$ cat src/rtl/adcif_pkg.sv
package adcif_pkg;

    localparam int DATA_W = 8;
    localparam int RES_W  = 11;
    localparam int ADDR_W = 2;

    typedef enum logic [ADDR_W-1:0] {
        SEL_CHAN = 2'd0,
        SEL_HIGH = 2'd1,
        SEL_LOW  = 2'd2,
        SEL_NONE = 2'd3
    } reg_sel_e;

    typedef struct packed {
        logic       busy;
        logic [6:0] upper;
    } high_byte_t;

    typedef struct packed {
        logic       wide;     // 11-bit resolution
        logic       signed_q; // two's complement formatting
    } fmt_mode_t;

    // Upper seven bits of the status byte for a stored result.
    function automatic logic [6:0] upper_bits(input logic [RES_W-1:0] r,
                                              input fmt_mode_t m);
        logic fill;
        logic [6:0] u;
        if (m.wide) begin
            fill = m.signed_q & r[10];
            u    = {{4{fill}}, r[10:8]};
        end else begin
            fill = m.signed_q & r[9];
            u    = {{5{fill}}, r[9:8]};
        end
        return u;
    endfunction

endpackage

$ cat src/rtl/adcif_ctrl.sv
module adcif_ctrl
    import adcif_pkg::*;
#(
    parameter int CHAN_W = 8
) (
    input  logic              clk,
    input  logic              rst,
    input  logic              trig_req,
    input  logic [CHAN_W-1:0] chan_in,
    input  logic              done_in,
    input  logic [RES_W-1:0]  result_in,
    output logic              busy_o,
    output logic              start_o,
    output logic [CHAN_W-1:0] chan_o,
    output logic [RES_W-1:0]  result_o
);

    logic accept;
    logic finish;

    assign accept = trig_req & ~busy_o;
    assign finish = busy_o & done_in;

    always_ff @(posedge clk) begin
        if (rst) begin
            busy_o   <= 1'b0;
            start_o  <= 1'b0;
            chan_o   <= '0;
            result_o <= '0;
        end else begin
            start_o <= accept;
            if (accept) begin
                chan_o <= chan_in;
                busy_o <= 1'b1;
            end else if (finish) begin
                busy_o   <= 1'b0;
                result_o <= result_in;
            end
        end
    end

endmodule

$ cat src/rtl/adcif_fmt.sv
module adcif_fmt
    import adcif_pkg::*;
(
    input  logic [RES_W-1:0]  result,
    input  fmt_mode_t         mode,
    input  logic              busy,
    output high_byte_t        high_o,
    output logic [DATA_W-1:0] low_o
);

    always_comb begin
        high_o.busy  = busy;
        high_o.upper = upper_bits(result, mode);
        low_o        = result[DATA_W-1:0];
    end

endmodule

$ cat src/rtl/adcif_rdmux.sv
module adcif_rdmux
    import adcif_pkg::*;
#(
    parameter int CHAN_W = 8
) (
    input  reg_sel_e          sel,
    input  logic [CHAN_W-1:0] chan,
    input  high_byte_t        high_b,
    input  logic [DATA_W-1:0] low_b,
    output logic [DATA_W-1:0] rdata
);

    always_comb begin
        unique case (sel)
            SEL_CHAN: rdata = DATA_W'(chan);
            SEL_HIGH: rdata = high_b;
            SEL_LOW:  rdata = low_b;
            default:  rdata = '0;
        endcase
    end

endmodule

$ cat src/rtl/adcif_regs.sv
module adcif_regs
    import adcif_pkg::*;
#(
    parameter int CHAN_W = 8
) (
    input  logic              clk,
    input  logic              rst,
    input  logic              wr_en,
    input  logic [1:0]        addr,
    input  logic [7:0]        wdata,
    output logic [7:0]        rdata,
    input  logic              res_11b,
    input  logic              twos_comp,
    output logic              conv_start,
    output logic [CHAN_W-1:0] conv_chan,
    input  logic              conv_done,
    input  logic [10:0]       conv_result
);

    reg_sel_e          sel;
    fmt_mode_t         mode;
    logic              trig_w;
    logic              busy_w;
    logic [RES_W-1:0]  res_w;
    high_byte_t        high_w;
    logic [DATA_W-1:0] low_w;

    assign sel    = reg_sel_e'(addr);
    assign mode   = '{wide: res_11b, signed_q: twos_comp};
    assign trig_w = wr_en & (sel == SEL_CHAN);

    adcif_ctrl #(.CHAN_W(CHAN_W)) ctrl_i (
        .clk      (clk),
        .rst      (rst),
        .trig_req (trig_w),
        .chan_in  (wdata[CHAN_W-1:0]),
        .done_in  (conv_done),
        .result_in(conv_result),
        .busy_o   (busy_w),
        .start_o  (conv_start),
        .chan_o   (conv_chan),
        .result_o (res_w)
    );

    adcif_fmt fmt_i (
        .result(res_w),
        .mode  (mode),
        .busy  (busy_w),
        .high_o(high_w),
        .low_o (low_w)
    );

    adcif_rdmux #(.CHAN_W(CHAN_W)) mux_i (
        .sel   (sel),
        .chan  (conv_chan),
        .high_b(high_w),
        .low_b (low_w),
        .rdata (rdata)
    );

endmodule

$ cat config.mk
export PLATFORM = sky130hd
export DESIGN_NAME = adcif_regs
export DESIGN_NICKNAME = d
export VERILOG_FILES = /design/src/rtl/adcif_pkg.sv /design/src/rtl/adcif_ctrl.sv /design/src/rtl/adcif_fmt.sv /design/src/rtl/adcif_rdmux.sv /design/src/rtl/adcif_regs.sv
export SDC_FILE = /design/constraint.sdc
export NUM_CORES = 1
export LEC_CHECK = 0
export BUFFER_PORTS_ARGS = -buffer_cell sky130_fd_sc_hd__buf_4
export CELL_PAD_IN_SITES_DETAIL_PLACEMENT = 0
export CELL_PAD_IN_SITES_GLOBAL_PLACEMENT = 2
export CORE_MARGIN = 2
export CORE_UTILIZATION = 26
export DETAILED_ROUTE_END_ITERATION = 7
export GPL_TIMING_DRIVEN = 0
export HOLD_SLACK_MARGIN = 0.12
export PLACE_DENSITY_LB_ADDON = 0.1
export SYNTH_ARGS = -nofsm -noshare
export SYNTH_HDL_FRONTEND = slang
export SYNTH_HIERARCHICAL = 1
export SYNTH_SLANG_ARGS = --single-unit
$ cat constraint.sdc
create_clock -name clk -period 1 [get_ports clk]
set_input_delay 0 -clock clk [delete_from_list [all_inputs] [get_ports clk]]
set_output_delay 0 -clock clk [all_outputs]
set_load 0.01 [all_outputs]
Word level (Yosys, flattened, before mapping):

Cells that the tools add are included.
W data, S select, Z words.

* bits in registers: 21
* word-level logic and storage cells: 20
* output and inout port bits: 17
* bits of input ports: 27

* bitwise gates (word level): 7
* reduce and logical (&&, ||, !) cells: 3
* multiplexer cells: 4
* equality and inequality tests: 2

Operators with widths (count)
* $pmux W8 S3: 1
* $mux W7: 1
* $and A1 B1 Y1: 5
* $eq A2 B1 Y1 const B: 1
* $eq A2 B2 Y1 const B: 1
* $logic_not A2 Y1: 1
* $mux W1: 2
* $not A1 Y1: 2
* $reduce_and A2 Y1: 1
* $reduce_bool A2 Y1: 1

Depth between registers and ports, before layout:

* depth in word-level cells: 5
* gate-level depth with buffers: 4
* mapped depth without buffers: 3

Hierarchy:

The synthesis kept the hierarchy.

By module, submodules not included
* adcif_ctrl: cells an instance 90, area each 940.9 µm², instances 1
* adcif_rdmux: cells an instance 20, area each 197.7 µm², instances 1
* adcif_fmt: cells an instance 19, area each 143.9 µm², instances 1
* adcif_regs: cells an instance 1, area each 12.5 µm², instances 1

Worst setup path before layout:

No wires, ideal clock.

* path type: reg2reg
* from: register ctrl_i.busy_o
* to: register ctrl_i.result_o[3]
* cell stages (with the launch flop): 5
* data required time: 0.934 ns
* setup time: 0.066 ns
* path slack: 0.062 ns
* data arrival time: 0.872 ns
* path buffers: 2
* path through: dfxtp_1 buf_6 buf_6 a21bo_1 a21oi_2

* cells in the longest elaborated chain, start to end: 4

RTL lines
* from (decl): RTL line adcif_ctrl.sv:12 `output logic busy_o,`
* from (signal assigned): RTL line adcif_ctrl.sv:26 `busy_o <= 1'b0;`
* from (signal assigned): RTL line adcif_ctrl.sv:34 `busy_o <= 1'b1;`
* from (signal assigned): RTL line adcif_ctrl.sv:36 `busy_o <= 1'b0;`
* $not A1 Y1: RTL line adcif_ctrl.sv:21 `assign accept = trig_req & ~busy_o;`
* $and A1 B1 Y1: RTL line adcif_ctrl.sv:21
* $not A1 Y1 (no source line)
* $reduce_and A2 Y1 (no source line) *
* to (signal assigned): RTL line adcif_ctrl.sv:37 `result_o <= result_in;`
* to (decl): RTL line adcif_ctrl.sv:15 `output logic [RES_W-1:0] result_o`

Every way passes the cells marked *; elsewhere a longest branch is shown, timed or not.
A chain may end at the register's enable or synchronous reset.

==> run summary <==
Setup WS pre-CTS = -0.369 ns
Final hold slack = 0.108 ns
Port Buf Inserts = 42
CTS tree = yes
Via count = 1233
Starting density of the core = 27.2%
Setup TNS = -1.45 ns
Leading cell types in the layout, fill and taps excluded = buf_4 (49), dlygate4sd3_1 (21), buf_6 (17), dfxtp_1 (15), nand3_1 (11)
Failing checks = negative setup slack
Fmax = 799 MHz
Layout cell share with drive strength beyond 1 = 56.0%
CTS H-Tree Depth = 1
Worst hold path depth = 4
Number of global-route vias before repair = 1251
ANT nets after route = 0
Crit. End Element = output pin
Max Slew Vio Count = 0
Status = complete, but fails checks
Combinational share of power = 26.1%
# setup viols final = 16
Reg area = 433 µm²
Worst Path Required = 1.00 ns
Ys flop type = dfxtp_1
Nets = 235
Cells after Synth = 130
PwrDens = 857 mW/mm²
Routability cong. = 0.774
Vias per inst = 4.50
Seq cells post-synth = 21
Initial antenna violation count = 0
Max Buffers Root-to-Sink = 2
Synth unique cells = 24
# diodes = 0
Syn_nets = 157
Area of the multi-input gates = 835 µm²
Crit Path Class = flop to output pin
Max-cap viol count = 0
GR Util All Layers = 15.2%
Clock-pin slew on the worst setup and hold paths = 0.08 ns
Die area = 0.00556 mm²
Min Clock Period, post-route = 1.25 ns
Period utilization = 125%
Sw frac = 26.3%
Ys Warns = 6
Mapped Area = 0.00129 mm²
Final cell count without fillers = 274
Num ports = 44
Fillers = 490
Crit path launch type = flop
Final setup margin = -0.252 ns
Die width = 74.6 µm
Worst path arrival time = 1.25 ns
Peak supply drop = 0.000506 V
Worst slew pin tran = 0.510 ns
Register-to-Register Setup Slack = -0.06 ns
Sequential cell fraction of total power = 44.8%
Hold Vio Cnt, Final = 0
Asr flop ratio synth = 0%
Area growth, synth to finish = 76.5%
Syn_area_per_cell = 9.96 µm²
Leakage = 0.926 nW
Root Buffer = clkbuf_8
Initial drt markers = 15
Clock Power Share = 29.1%
Seq/Total Area, Yosys = 32.5%
Pint = 1.44 mW
Wire per inst = 14.7 µm
Maximum fanout along the worst path = 4
Detailed Routing Iterations Pass 1 = 4
Std cell rows = 25
Die Span Y = 74.6 µm
Commonest non-fill, non-tap cell in the layout = buf_4
Slew HR = 66.0%
Min-delay worst type = input pin to flop
Drc violations = 0
R2R depth = 5
Final WL = 4040 µm
RSZ-0062 raised after global routing = yes
Sw power = 0.514 mW
EDFF count, synth = 0
DP HPWL = 2620 µm
Clk Latency, worst-skew pair = 0.26 ns
Total power draw = 1.96 mW
CTS Hold Buffers Added = 21
Setup Skew = 0.00329 ns
Total CTS buffers = 3
Core footprint = 0.00475 mm²
Gr ovfl total = 0
Sink Count = 21
First-pass GRT wire length = 6350 µm
Dpl cells = 239
Largest net degree at the start of global routing = 12
-- logic make-up (layout without fill, tap and decap cells) --
family,Yosys count,after routing,share of synthesized area [%]
buffers and inverters,26,102,15.5
AND/OR/NAND/NOR,34,35,20.3
AO/OA/AOI/OAI,41,41,25.6
flip-flops,21,21,32.5
multiplexers,8,8,6.18
-- cell type report --
class | count | share of cell area (%)
sequential | 21 | 18.9
inverter | 1 | 0.164
buffer | 24 | 9.80
clock buffer | 4 | 1.97
timing repair buffer | 73 | 29.0
multi-input combinational | 84 | 36.5
tap | 67 | 3.67
-- cells in the mapped netlist (2+ instances only) --
library cell	n	area (µm²)
buf_2	4	20.0
nand3_1	11	55.1
nand4bb_1	8	90.1
mux2i_1	8	80.1
nor2b_4	2	27.5
o21ai_0	8	40.0
buf_4	14	105
buf_6	6	67.6
o2bb2ai_1	8	70.1
a21bo_1	7	70.1
a21oi_2	8	70.1
dfxtp_1	21	420
a21oi_1	4	20.0
nand2b_1	8	50.1
a21bo_2	4	40.0
-- flip-flops by register name, summed over array words and instances (netlist names) --
name	cells
ctrl_i/busy_o	1
ctrl_i/chan_o	8
ctrl_i/start_o	1
ctrl_i/result_o	11
-- layer usage --
layer	up-vias	GRT usage, %	part of all wire, %
li1	610	-	-
met1	594	20.9	47
met2	27	25.7	49
met3	2	1.63	3.8
met4	0	3.57	0.54
met5	-	0	0
-- power groups by stage --
stage	Clock (mW)	Sequential (mW)	Combinational, mW
floorplan	0	0.899	0.185
global placement	0	0.900	0.338
detailed placement	0	0.900	0.343
CTS	0.592	0.877	0.478
global route	0.630	0.882	0.546
finish	0.570	0.878	0.511
-- metrics by stage --
stage	area, µm²	util (%)
6_report	2290	48.1
5_1_grt	2290	48.1
4_1_cts	2160	45.3
3_5_place_dp	1690	35.6
3_3_place_gp	1690	35.6
2_1_floorplan	1290	-
-- critical path: stages (launching register included) --
cell,delay [ns]
dfxtp_2,0.36
nand2_4,0.07
a21oi_4,0.21
buf_6,0.13
o2bb2ai_4,0.11
buf_6,0.12
-- what timing repair did --
item                                    in CTS  in global routing
pin swaps                                   17                 12
endpoints found under the hold margin       21                  1
cloned                                       2                  0
gates resized for setup                     39                 21
endpoints found under the setup margin      29                 28
setup buffers                                7                  2
-- final timing paths --
check | endpoint | from
setup / recovery | rdata[6] | ctrl_i/result_o[10]
setup reg to reg | ctrl_i/chan_o[7] | ctrl_i/busy_o
hold / removal | ctrl_i/chan_o[0] | addr[0]
hold reg to reg | ctrl_i/chan_o[0] | ctrl_i/chan_o[0]
Note: power is estimated with default switching activity, not from simulation.
